<file path="src/rtl/booth_pkg.sv">
package booth_pkg;
   typedef enum logic [1:0] {
      BOP_HOLD = 2'd0,
      BOP_ADD  = 2'd1,
      BOP_SUB  = 2'd2
   } booth_op_e;

   // pair = {current multiplier lsb, previously examined bit}
   function automatic booth_op_e booth_decode(input logic [1:0] pair);
      case (pair)
         2'b01:   return BOP_ADD;
         2'b10:   return BOP_SUB;
         default: return BOP_HOLD;
      endcase
   endfunction
endpackage

</file>
<file path="src/rtl/booth_operand_sel.sv">
module booth_operand_sel #(
   parameter int W          = 8,
   parameter bit PICK_FEWER = 1'b1
) (
   input  logic [W-1:0] opa,
   input  logic [W-1:0] opb,
   output logic [W-1:0] mplier,
   output logic [W-1:0] mcand
);
   localparam int CW = $clog2(W);

   function automatic logic [CW-1:0] edge_count(input logic [W-1:0] v);
      logic [CW-1:0] n;
      n = '0;
      for (int i = 0; i < W-1; i++)
         n = n + CW'(v[i] ^ v[i+1]);
      return n;
   endfunction

   generate
      if (PICK_FEWER) begin : g_pick
         logic [CW-1:0] na, nb;
         logic          use_b;
         always_comb begin
            na     = edge_count(opa);
            nb     = edge_count(opb);
            use_b  = (nb < na);
            mplier = use_b ? opb : opa;
            mcand  = use_b ? opa : opb;
         end
      end else begin : g_fixed
         assign mplier = opa;
         assign mcand  = opb;
      end
   endgenerate
endmodule

</file>
<file path="src/rtl/booth_step.sv">
module booth_step
   import booth_pkg::*;
#(
   parameter int W = 8
) (
   input  logic [W-1:0] u,
   input  logic [W-1:0] v,
   input  logic [W-1:0] x,
   input  logic         xm1,
   input  logic [W:0]   y_pos,
   input  logic [W:0]   y_neg,
   output logic [W-1:0] u_nx,
   output logic [W-1:0] v_nx,
   output logic [W-1:0] x_nx,
   output logic         xm1_nx
);
   booth_op_e  op;
   logic [W:0] u_g;
   logic [W:0] sum;

   always_comb begin
      op  = booth_decode({x[0], xm1});
      u_g = {u[W-1], u};
      case (op)
         BOP_ADD: sum = u_g + y_pos;
         BOP_SUB: sum = u_g + y_neg;
         default: sum = u_g;
      endcase
      // arithmetic right shift of guard:U:V; the guard bit is absorbed
      u_nx   = sum[W:1];
      v_nx   = {sum[0], v[W-1:1]};
      x_nx   = {x[0], x[W-1:1]};
      xm1_nx = x[0];
   end
endmodule

</file>
<file path="src/rtl/booth_ctrl.sv">
module booth_ctrl #(
   parameter int W = 8
) (
   input  logic clk,
   input  logic rst_n,
   input  logic start,
   output logic busy,
   output logic done,
   output logic load,
   output logic step
);
   localparam int CNTW = $clog2(W + 1);
   localparam logic [CNTW-1:0] LAST = CNTW'(W - 1);

   logic [CNTW-1:0] cnt;
   logic            last;

   assign load = start & ~busy;
   assign step = busy;
   assign last = busy && (cnt == LAST);

   always_ff @(posedge clk or negedge rst_n) begin
      if (!rst_n) begin
         busy <= 1'b0;
         done <= 1'b0;
         cnt  <= '0;
      end else begin
         done <= last;
         if (load) begin
            busy <= 1'b1;
            cnt  <= '0;
         end else if (busy) begin
            cnt <= cnt + 1'b1;
            if (last) busy <= 1'b0;
         end
      end
   end
endmodule

</file>
<file path="src/rtl/booth_seq_mul.sv">
module booth_seq_mul #(
   parameter int W          = 8,
   parameter bit PICK_FEWER = 1'b1
) (
   input  logic           clk,
   input  logic           rst_n,
   input  logic           start,
   input  logic [W-1:0]   a_in,
   input  logic [W-1:0]   b_in,
   output logic           busy,
   output logic           done,
   output logic [2*W-1:0] product
);
   initial begin
      assert (W >= 4 && W <= 16) else $error("booth_seq_mul: W must be 4..16");
   end

   logic [W-1:0] sel_x, sel_y;
   logic         load, step;
   logic [W-1:0] u_q, v_q, x_q;
   logic         xm1_q;
   logic [W:0]   yp_q, yn_q;
   logic [W-1:0] u_n, v_n, x_n;
   logic         xm1_n;

   booth_operand_sel #(.W(W), .PICK_FEWER(PICK_FEWER)) u_sel (
      .opa(a_in), .opb(b_in), .mplier(sel_x), .mcand(sel_y)
   );

   booth_ctrl #(.W(W)) u_ctrl (
      .clk(clk), .rst_n(rst_n), .start(start),
      .busy(busy), .done(done), .load(load), .step(step)
   );

   booth_step #(.W(W)) u_step (
      .u(u_q), .v(v_q), .x(x_q), .xm1(xm1_q),
      .y_pos(yp_q), .y_neg(yn_q),
      .u_nx(u_n), .v_nx(v_n), .x_nx(x_n), .xm1_nx(xm1_n)
   );

   always_ff @(posedge clk or negedge rst_n) begin
      if (!rst_n) begin
         u_q   <= '0;
         v_q   <= '0;
         x_q   <= '0;
         xm1_q <= 1'b0;
         yp_q  <= '0;
         yn_q  <= '0;
      end else if (load) begin
         u_q   <= '0;
         v_q   <= '0;
         x_q   <= sel_x;
         xm1_q <= 1'b0;
         yp_q  <= {sel_y[W-1], sel_y};
         yn_q  <= (W+1)'(0) - {sel_y[W-1], sel_y};
      end else if (step) begin
         u_q   <= u_n;
         v_q   <= v_n;
         x_q   <= x_n;
         xm1_q <= xm1_n;
      end
   end

   assign product = {u_q, v_q};
endmodule

</file>
<file path="config.mk">
export PLATFORM = sky130hd
export DESIGN_NAME = booth_seq_mul
export DESIGN_NICKNAME = d
export VERILOG_FILES = /design/src/rtl/booth_pkg.sv /design/src/rtl/booth_operand_sel.sv /design/src/rtl/booth_step.sv /design/src/rtl/booth_ctrl.sv /design/src/rtl/booth_seq_mul.sv
export SDC_FILE = /design/constraint.sdc
export NUM_CORES = 1
export LEC_CHECK = 0
export ABC_AREA = 0
export BUFFER_PORTS_ARGS = -buffer_cell sky130_fd_sc_hd__clkbuf_2
export CAP_MARGIN = 15
export CORE_AREA = 4 4 68 102
export CTS_CLUSTER_DIAMETER = 100
export DETAILED_ROUTE_END_ITERATION = 10
export DIE_AREA = 0 0 72 106
export MAX_ROUTING_LAYER = met4
export PLACE_DENSITY = 0.77
export SLEW_MARGIN = 20
export SYNTH_ARGS = -nofsm -noshare
export SYNTH_HDL_FRONTEND = slang
export SYNTH_SLANG_ARGS = --single-unit
export TNS_END_PERCENT = 20
</file>
<file path="constraint.sdc">
create_clock -name clk -period 4.4 [get_ports clk]
set_clock_uncertainty 0.1 [all_clocks]
set_input_delay 0.44 -clock clk [delete_from_list [all_inputs] [get_ports clk]]
set_output_delay 0.44 -clock clk [all_outputs]
set_load 0.02 [all_outputs]
</file>
==> summary.md, run 1 <==
| Metric | Value |
|---|---|
| Clock Root Buffer | clkbuf_8 |
| Arrival time at the worst endpoint | 4.28 ns |
| Most used cell, CP | fa_1 |
| TritonCTS Sinks | 47 |
| R2R Path Start | u_q[0]$_DFFE_PN0P_ |
| RSZ-0062 raised after global routing | false |
| Clock Latency Late Sink | 0.31 ns |
| PwrDens | 772 mW/mm² |
| Largest area contributor in the netlist | dfrtp_1 |
| Resize count post-CTS | 0 |
| Gate Count Post-Synth | 360 |
| Worst-path clk slew | 0.09 ns |
| Syn Nets | 410 |
| Crit path launch | b_in[5] |
| Crit-path leading delay family | adder cells |
| Post-synth top cells | nand2_1, dfrtp_1, o21ai_0, clkbuf_1, xnor2_1 |
| Post-Layout Cell Count | around 460 |
| Initial DRT Pass Iterations | 4 |
| Final setup vio count | 0 |
| Post-Syn Area | 0.00336 mm² |
| Max Cap Viol | 0 |
| Crit start category | input pin |
| Capturing element type of the critical path | flip-flop |
| Post-CTS Setup Inserts | 0 |
| Area delta synth->final | 11.6% |
| Reg2reg setup slack | 1.96 ns |
| CP required | 4.54 ns |
| Drt initial violations | 100 |
| Largest net degree at the start of global routing | 48 |
| Max-slew headroom | 0.620 |
| Row cnt | 35 |
| # diodes | 0 |
| Register bit count reported by yosys | 47 |
| Ys Warns | 0 |
| Status | finished clean |
| Die span in x | 72 µm |
| Delay of the slowest critical-path stage | between 0.5 and 0.6 ns |
| Post-synthesis sequential area ratio | 0.350 |
| Vias per cell | 5.84 |
| Yosys top cell area share | 0.350 |
| GRT Total Usage | 0.209 |
| Total CTS buffers | 5 |
| Input/output buffers | 36 |
| Pwr Total | 2.89 mW |
| Pins Over Slew Limit | 0 |
| DRC | 0 |
| H-Tree Level Count | 2 |
| Worst vdd ir | 391 µV |
| Syn_area_per_cell | ~9.3 µm² |
| # hold bufs at CTS | 0 |
| DR WL/cell | between 15 and 20 µm |
| HPWL after DPL | approximately 5600 µm |
| Reg2Reg Depth | 7 |
| Hold Path Class | input pin to asynchronous set/reset pin |
| Leak | approximately 1.8 nW |
| Final WL | 7250 µm |
| Worst Setup EP | yn_q[6]$_DFFE_PN0P_ |
| Initial antenna violation count | 0 |
| Crit path kind | input pin to flip-flop |
| CTS tree | done |
| Max Fclk | 241 MHz |
| Hold Vio Cnt, Final | 0 |
| Cells after DPL | 456 |
| Crit. path cell count | 18 |
| Grt ovf | 0 |
| Die footprint | 0.00763 mm² |
| GPL Wtd Cong | 0.875 |
| Worst r2r dst | u_q[5]$_DFFE_PN0P_ |
| Clock buffer depth | 2 |
| Crit share post-route | 0.941 |
| Fillers | 518 |
| Core area | slightly above 0.006 mm² |
| Top Ports | 37 |
| Buf+Inv Stages, Crit Path | 3 |
| Netlist cell types | 44 |
| Post-synth EDFFs | 0 |
| Layout cells sized above 1 | 0.197 |
| Top FF cell, synth | dfrtp_1 |
| CP max stage cell | fa_1 |
| Leading post-synthesis cells by cell area | dfrtp_1, ha_1, o21ai_0, xnor2_1, fa_1 |
| Initial core utilization | 0.556 |
| Crit Path Max Fanout | 5 |
| Tmin final | about 4.1 ns |
| DR vias | 2711 |
| Die Height | 106 µm |
| Asr flop ratio synth | 1.00 |
| ANT nets after route | 0 |
| Worst-margin pin slew | 0.570 ns |
| Nets@finish | 439 |
| Number of global-route vias before repair | ~2800 |
| CP cell instances | clkbuf_2 -> xor2_2 -> fa_1 -> inv_1 -> fa_1 -> fa_2 -> inv_2 -> fa_1 -> ha_1 -> nand2_1 -> o21ai_2 -> mux2i_1 -> ha_2 -> nand2_2 -> nor3_2 -> xnor2_1 -> a21oi_1 -> o21ai_1 |
| Cell with the most instances after synthesis | nand2_1 |
| First-pass GRT wire length | 12500 µm |
logic make-up after synthesis:
group,count (synthesis),synth area share
AO/OA/AOI/OAI,96,0.184
flip-flops,47,0.350
AND/OR/NAND/NOR,96,0.134
buffers and inverters,36,0.0462
multiplexers,18,0.0544
adder cells (fa/ha/maj),31,0.138
XOR/XNOR,36,0.0939
cell type report:
type                       count  area (µm²)  share of cell area
clock buffer                   6        72.6              0.0194
clock inverter                 2        16.3             0.00434
inverter                       6        22.5             0.00601
multi-input combinational    277        2070               0.552
sequential                    47        1180               0.314
tap                           74        92.6              0.0247
timing repair buffer          52         300              0.0801
where the power goes:
part	switching [mW]	internal [mW]	total, mW
Clock	0.150	0.114	0.265
Combinational	1.03	0.811	1.84
Sequential	0.160	0.631	0.791
sequential cells by signal, summed over array words and instances, names as in the netlist:
| name | cells |
|---|---|
| x_q | 8 |
| u_ctrl.cnt | 4 |
| u_ctrl.busy | 1 |
| u_q | 8 |
| yn_q | 8 |
| xm1_q | 1 |
| u_ctrl.done | 1 |
| v_q | 8 |
| yp_q | 8 |
layer usage:
metal | GRT usage | part of all wire | wire length, µm | vias to the layer above
li1 | - | - | - | 1328
met1 | 0.227 | 0.39 | 2860 | 1293
met2 | 0.376 | 0.54 | 3890 | 72
met3 | 0.0208 | 0.039 | 282 | 18
met4 | 0.0968 | 0.031 | 225 | 0
met5 | - | 0 | 0 | -
cell usage in the layout (no fill, tap or decap), drive strengths merged, types with 2 or more instances in the layout:
cell	n
nand2	50
dfrtp	47
o21ai	46
clkbuf	42
xnor2	23
ha	21
mux2i	16
nor2	16
buf	16
a22o	14
xor2	13
a21oi	10
fa	10
inv	7
a21o	6
a221oi	6
nand3	4
nand4	4
nor4b	3
a22oi	3
a31oi	3
nor3	3
and3	3
nor2b	2
nand2b	2
mux2	2
nor3b	2
or2	2
o22ai	2
o21a	2
nor4	2
through the flow:
stage	hold slack [ns]	util	area [µm²]	setup slack, ns	setup TNS, ns
global placement	0.366	0.606	3660	0.0806	0
finish	0.111	0.620	3750	0.258	0
detailed placement	0.368	0.606	3660	-0.0784	-0.0784
floorplan	0.0444	-	3420	-0.107	-0.132
CTS	0.124	0.620	3750	0.252	0
global route	0.171	0.620	3750	0.0502	0
worst min path at each step:
stage | slack, ns | endpoint | depth (start not counted)
2_1_floorplan | 0.04 | u_ctrl.busy$_DFF_PN0_ | 0
3_3_place_gp | 0.37 | x_q[1]$_DFFE_PN0P_ | 2
3_5_place_dp | 0.37 | x_q[6]$_DFFE_PN0P_ | 2
4_1_cts | 0.12 | u_q[0]$_DFFE_PN0P_ | 2
5_1_grt | 0.17 | u_ctrl.cnt[3]$_DFFE_PN0P_ | 2
6_report | 0.11 | u_ctrl.cnt[3]$_DFFE_PN0P_ | 2
(Power assumes the default switching activity.)
==> run 2: changes to the inputs <==
--- a/config.mk
+++ b/config.mk
@@ -6,14 +6,13 @@
 export NUM_CORES = 1
 export LEC_CHECK = 0
 export ABC_AREA = 0
-export BUFFER_PORTS_ARGS = -buffer_cell sky130_fd_sc_hd__clkbuf_2
 export CAP_MARGIN = 15
 export CORE_AREA = 4 4 68 102
 export CTS_CLUSTER_DIAMETER = 100
 export DETAILED_ROUTE_END_ITERATION = 10
 export DIE_AREA = 0 0 72 106
-export MAX_ROUTING_LAYER = met4
-export PLACE_DENSITY = 0.77
+export DONT_BUFFER_PORTS = 1
+export PLACE_DENSITY = 0.72
 export SLEW_MARGIN = 20
 export SYNTH_ARGS = -nofsm -noshare
 export SYNTH_HDL_FRONTEND = slang
==> constraint.sdc (replaced) <==
create_clock -name clk -period 4.6 [get_ports clk]
set_clock_uncertainty 0.1 [all_clocks]
set_input_delay 0.46 -clock clk [delete_from_list [all_inputs] [get_ports clk]]
set_output_delay 0.46 -clock clk [all_outputs]
set_load 0.02 [all_outputs]
==> run 2 against run 1 <==
  * Setup slack improved by 0.23 ns
  * Sequential share of layout area increased by 1.9 points
  * Wire length fell by 3.6%
  * Clock-buffer cell count down 1
  * Sequential power rose by 7.8%
==> summary.md, run 2 (synthesis results as in run 1) <==
| Metric | Value |
|---|---|
| Max Fclk | 243 MHz |
| Crit share post-route | 0.894 |
| Crit Path Max Fanout | 6 |
| Status | finished clean |
| CP required | between 4 and 5 ns |
| Total CTS buffers | 5 |
| Gate power share | 0.578 |
| Post-Layout Cell Count | 418 |
| Worst-margin pin slew | approximately 0.48 ns |
| Clk pwr share | 0.110 |
| DR vias | 2516 |
| CTS tree | done |
| Area delta synth->final | 5.10% |
| Most common cell after layout, fill and taps aside | nand2_1 |
| Tmin final | 4.11 ns |
| Arrival time at the worst endpoint | 4.19 ns |
| Final setup vio count | 0 |
| Hold Path Class | input pin to flip-flop |
| Post-CTS Setup Inserts | 0 |
| Input/output buffers | 0 |
| Area of the multi-input gates | roughly 0.002 mm² |
| Cells after DPL | 408 |
| Pins Over Slew Limit | 0 |
| Initial antenna violation count | 0 |
| Number of global-route vias before repair | 2532 |
| DRC | 0 |
| Psw | 1.25 mW |
| TritonCTS Sinks | 47 |
| Row cnt | 35 |
| Crit path kind | input pin to flip-flop |
| Most frequent cells in the layout | nand2_1, dfrtp_1, o21ai_0 |
| Initial DRT Pass Iterations | 4 |
| # diodes | 0 |
| Die span in x | 72 µm |
| Max-slew headroom | 0.679 |
| Clock Latency Late Sink | 0.30 ns |
| Initial core utilization | 0.556 |
| GRT Total Usage | 0.193 |
| Switching share of power | 0.456 |
| ANT nets after route | 0 |
| Fillers | 532 |
| Crit start category | input pin |
| First-pass GRT wire length | approximately 12000 µm |
| GPL Wtd Cong | around 0.85 |
| Clock buffer depth | 2 |
| Flop pwr share | 0.312 |
| RSZ-0062 raised after global routing | false |
| DR WL/cell | about 17 µm |
| Drt initial violations | 172 |
| Reg2reg setup slack | about 2.1 ns |
| Core area | 0.00604 mm² |
| Capturing element type of the critical path | flip-flop |
| Worst-path clk slew | 0.09 ns |
| Die footprint | 0.00763 mm² |
| Hold Vio Cnt, Final | 0 |
| HPWL after DPL | 5340 µm |
| Setup tns final | 0 ns |
| Vias per cell | between 6 and 7 |
| Nets@finish | about 400 |
| PwrDens | between 700 and 800 mW/mm² |
| Max Cap Viol | 0 |
| Register Area | 0.00118 mm² |
| Top Ports | 37 |
| Largest net degree at the start of global routing | 48 |
| Die Height | between 100 and 150 µm |
| Post-layout util | 0.584 |
| H-Tree Level Count | 2 |
| Worst vdd ir | 512 µV |
| Grt ovf | 0 |
| Final WL | 6990 µm |
| Clock Root Buffer | clkbuf_8 |
| Leak | 1.60 nW |
| P_int | 1.49 mW |
| Layout cells sized above 1 | 0.0814 |
## run 2: power by group through the flow
| stage | logic (mW) | registers [mW] | clock network [mW] |
|---|---|---|---|
| floorplan | 1.35 | 0.801 | 0 |
| detailed placement | 1.56 | 0.863 | 0 |
| global route | 1.76 | 0.884 | 0.321 |
| CTS | 1.58 | 0.855 | 0.309 |
| finish | 1.58 | 0.853 | 0.301 |
| global placement | 1.51 | 0.855 | 0 |
## run 2: final cells by class
| cell class | instances | area share |
|---|---|---|
| clock inverters | 3 | 0.0124 |
| inverters | 6 | 0.00638 |
| multi-input cells | 277 | 0.583 |
| well taps | 74 | 0.0262 |
| flip-flops and latches | 47 | 0.333 |
| repair buffers | 6 | 0.0191 |
| clock buffers | 5 | 0.0195 |
## run 2: path summary, 6_finish.rpt
path | from | to | cells past startpoint
min | start | x_q[6]$_DFFE_PN0P_ | 3
max in group asynchronous | rst_n | u_q[6]$_DFFE_PN0P_ | 2
max reg2reg | u_q[0]$_DFFE_PN0P_ | u_q[5]$_DFFE_PN0P_ | 8
min reg2reg | x_q[3]$_DFFE_PN0P_ | x_q[2]$_DFFE_PN0P_ | 2
min in group asynchronous | rst_n | v_q[0]$_DFFE_PN0P_ | 2
max | a_in[6] | yn_q[6]$_DFFE_PN0P_ | 15
## run 2: per-stage QoR
| step | hold WS (ns) | cell area [µm²] | power, mW | setup WS (ns) |
|---|---|---|---|---|
| floorplan | 0.0644 | 3410 | 2.16 | 0.0176 |
| global placement | 0.0658 | 3380 | 2.37 | 0.288 |
| detailed placement | 0.0656 | 3380 | 2.43 | 0.163 |
| CTS | 0.236 | 3530 | 2.75 | 0.479 |
| global route | 0.259 | 3530 | 2.96 | 0.174 |
| finish | 0.241 | 3530 | 2.73 | 0.486 |
## run 2: routing by layer
layer / global-route usage / up-vias / share of wire
met3: 0.0397 / 8 / 0.052
li1: - / 1229 / -
met1: 0.229 / 1207 / 0.41
met5: 0 / - / 0
met4: 0.0484 / 0 / 0.013
met2: 0.347 / 72 / 0.52
## run 2: worst max-delay path, cell delays in order
cell,delay [ns]
xnor2_1,0.13
fa_1,0.57
fa_1,0.45
fa_1,0.45
fa_1,0.44
ha_1,0.29
nand2_1,0.06
o21ai_2,0.19
mux2i_1,0.28
ha_2,0.30
nand2_2,0.09
nor3_2,0.17
xnor2_1,0.09
a21oi_1,0.14
o21ai_0,0.08
## run 2: what timing repair did
action | 4_1_cts | 5_1_grt
endpoints found under the setup margin | 0 | 0
hold buffers | 2 | 0
resized for setup | 0 | 0
hold endpoints to repair | 47 | 0
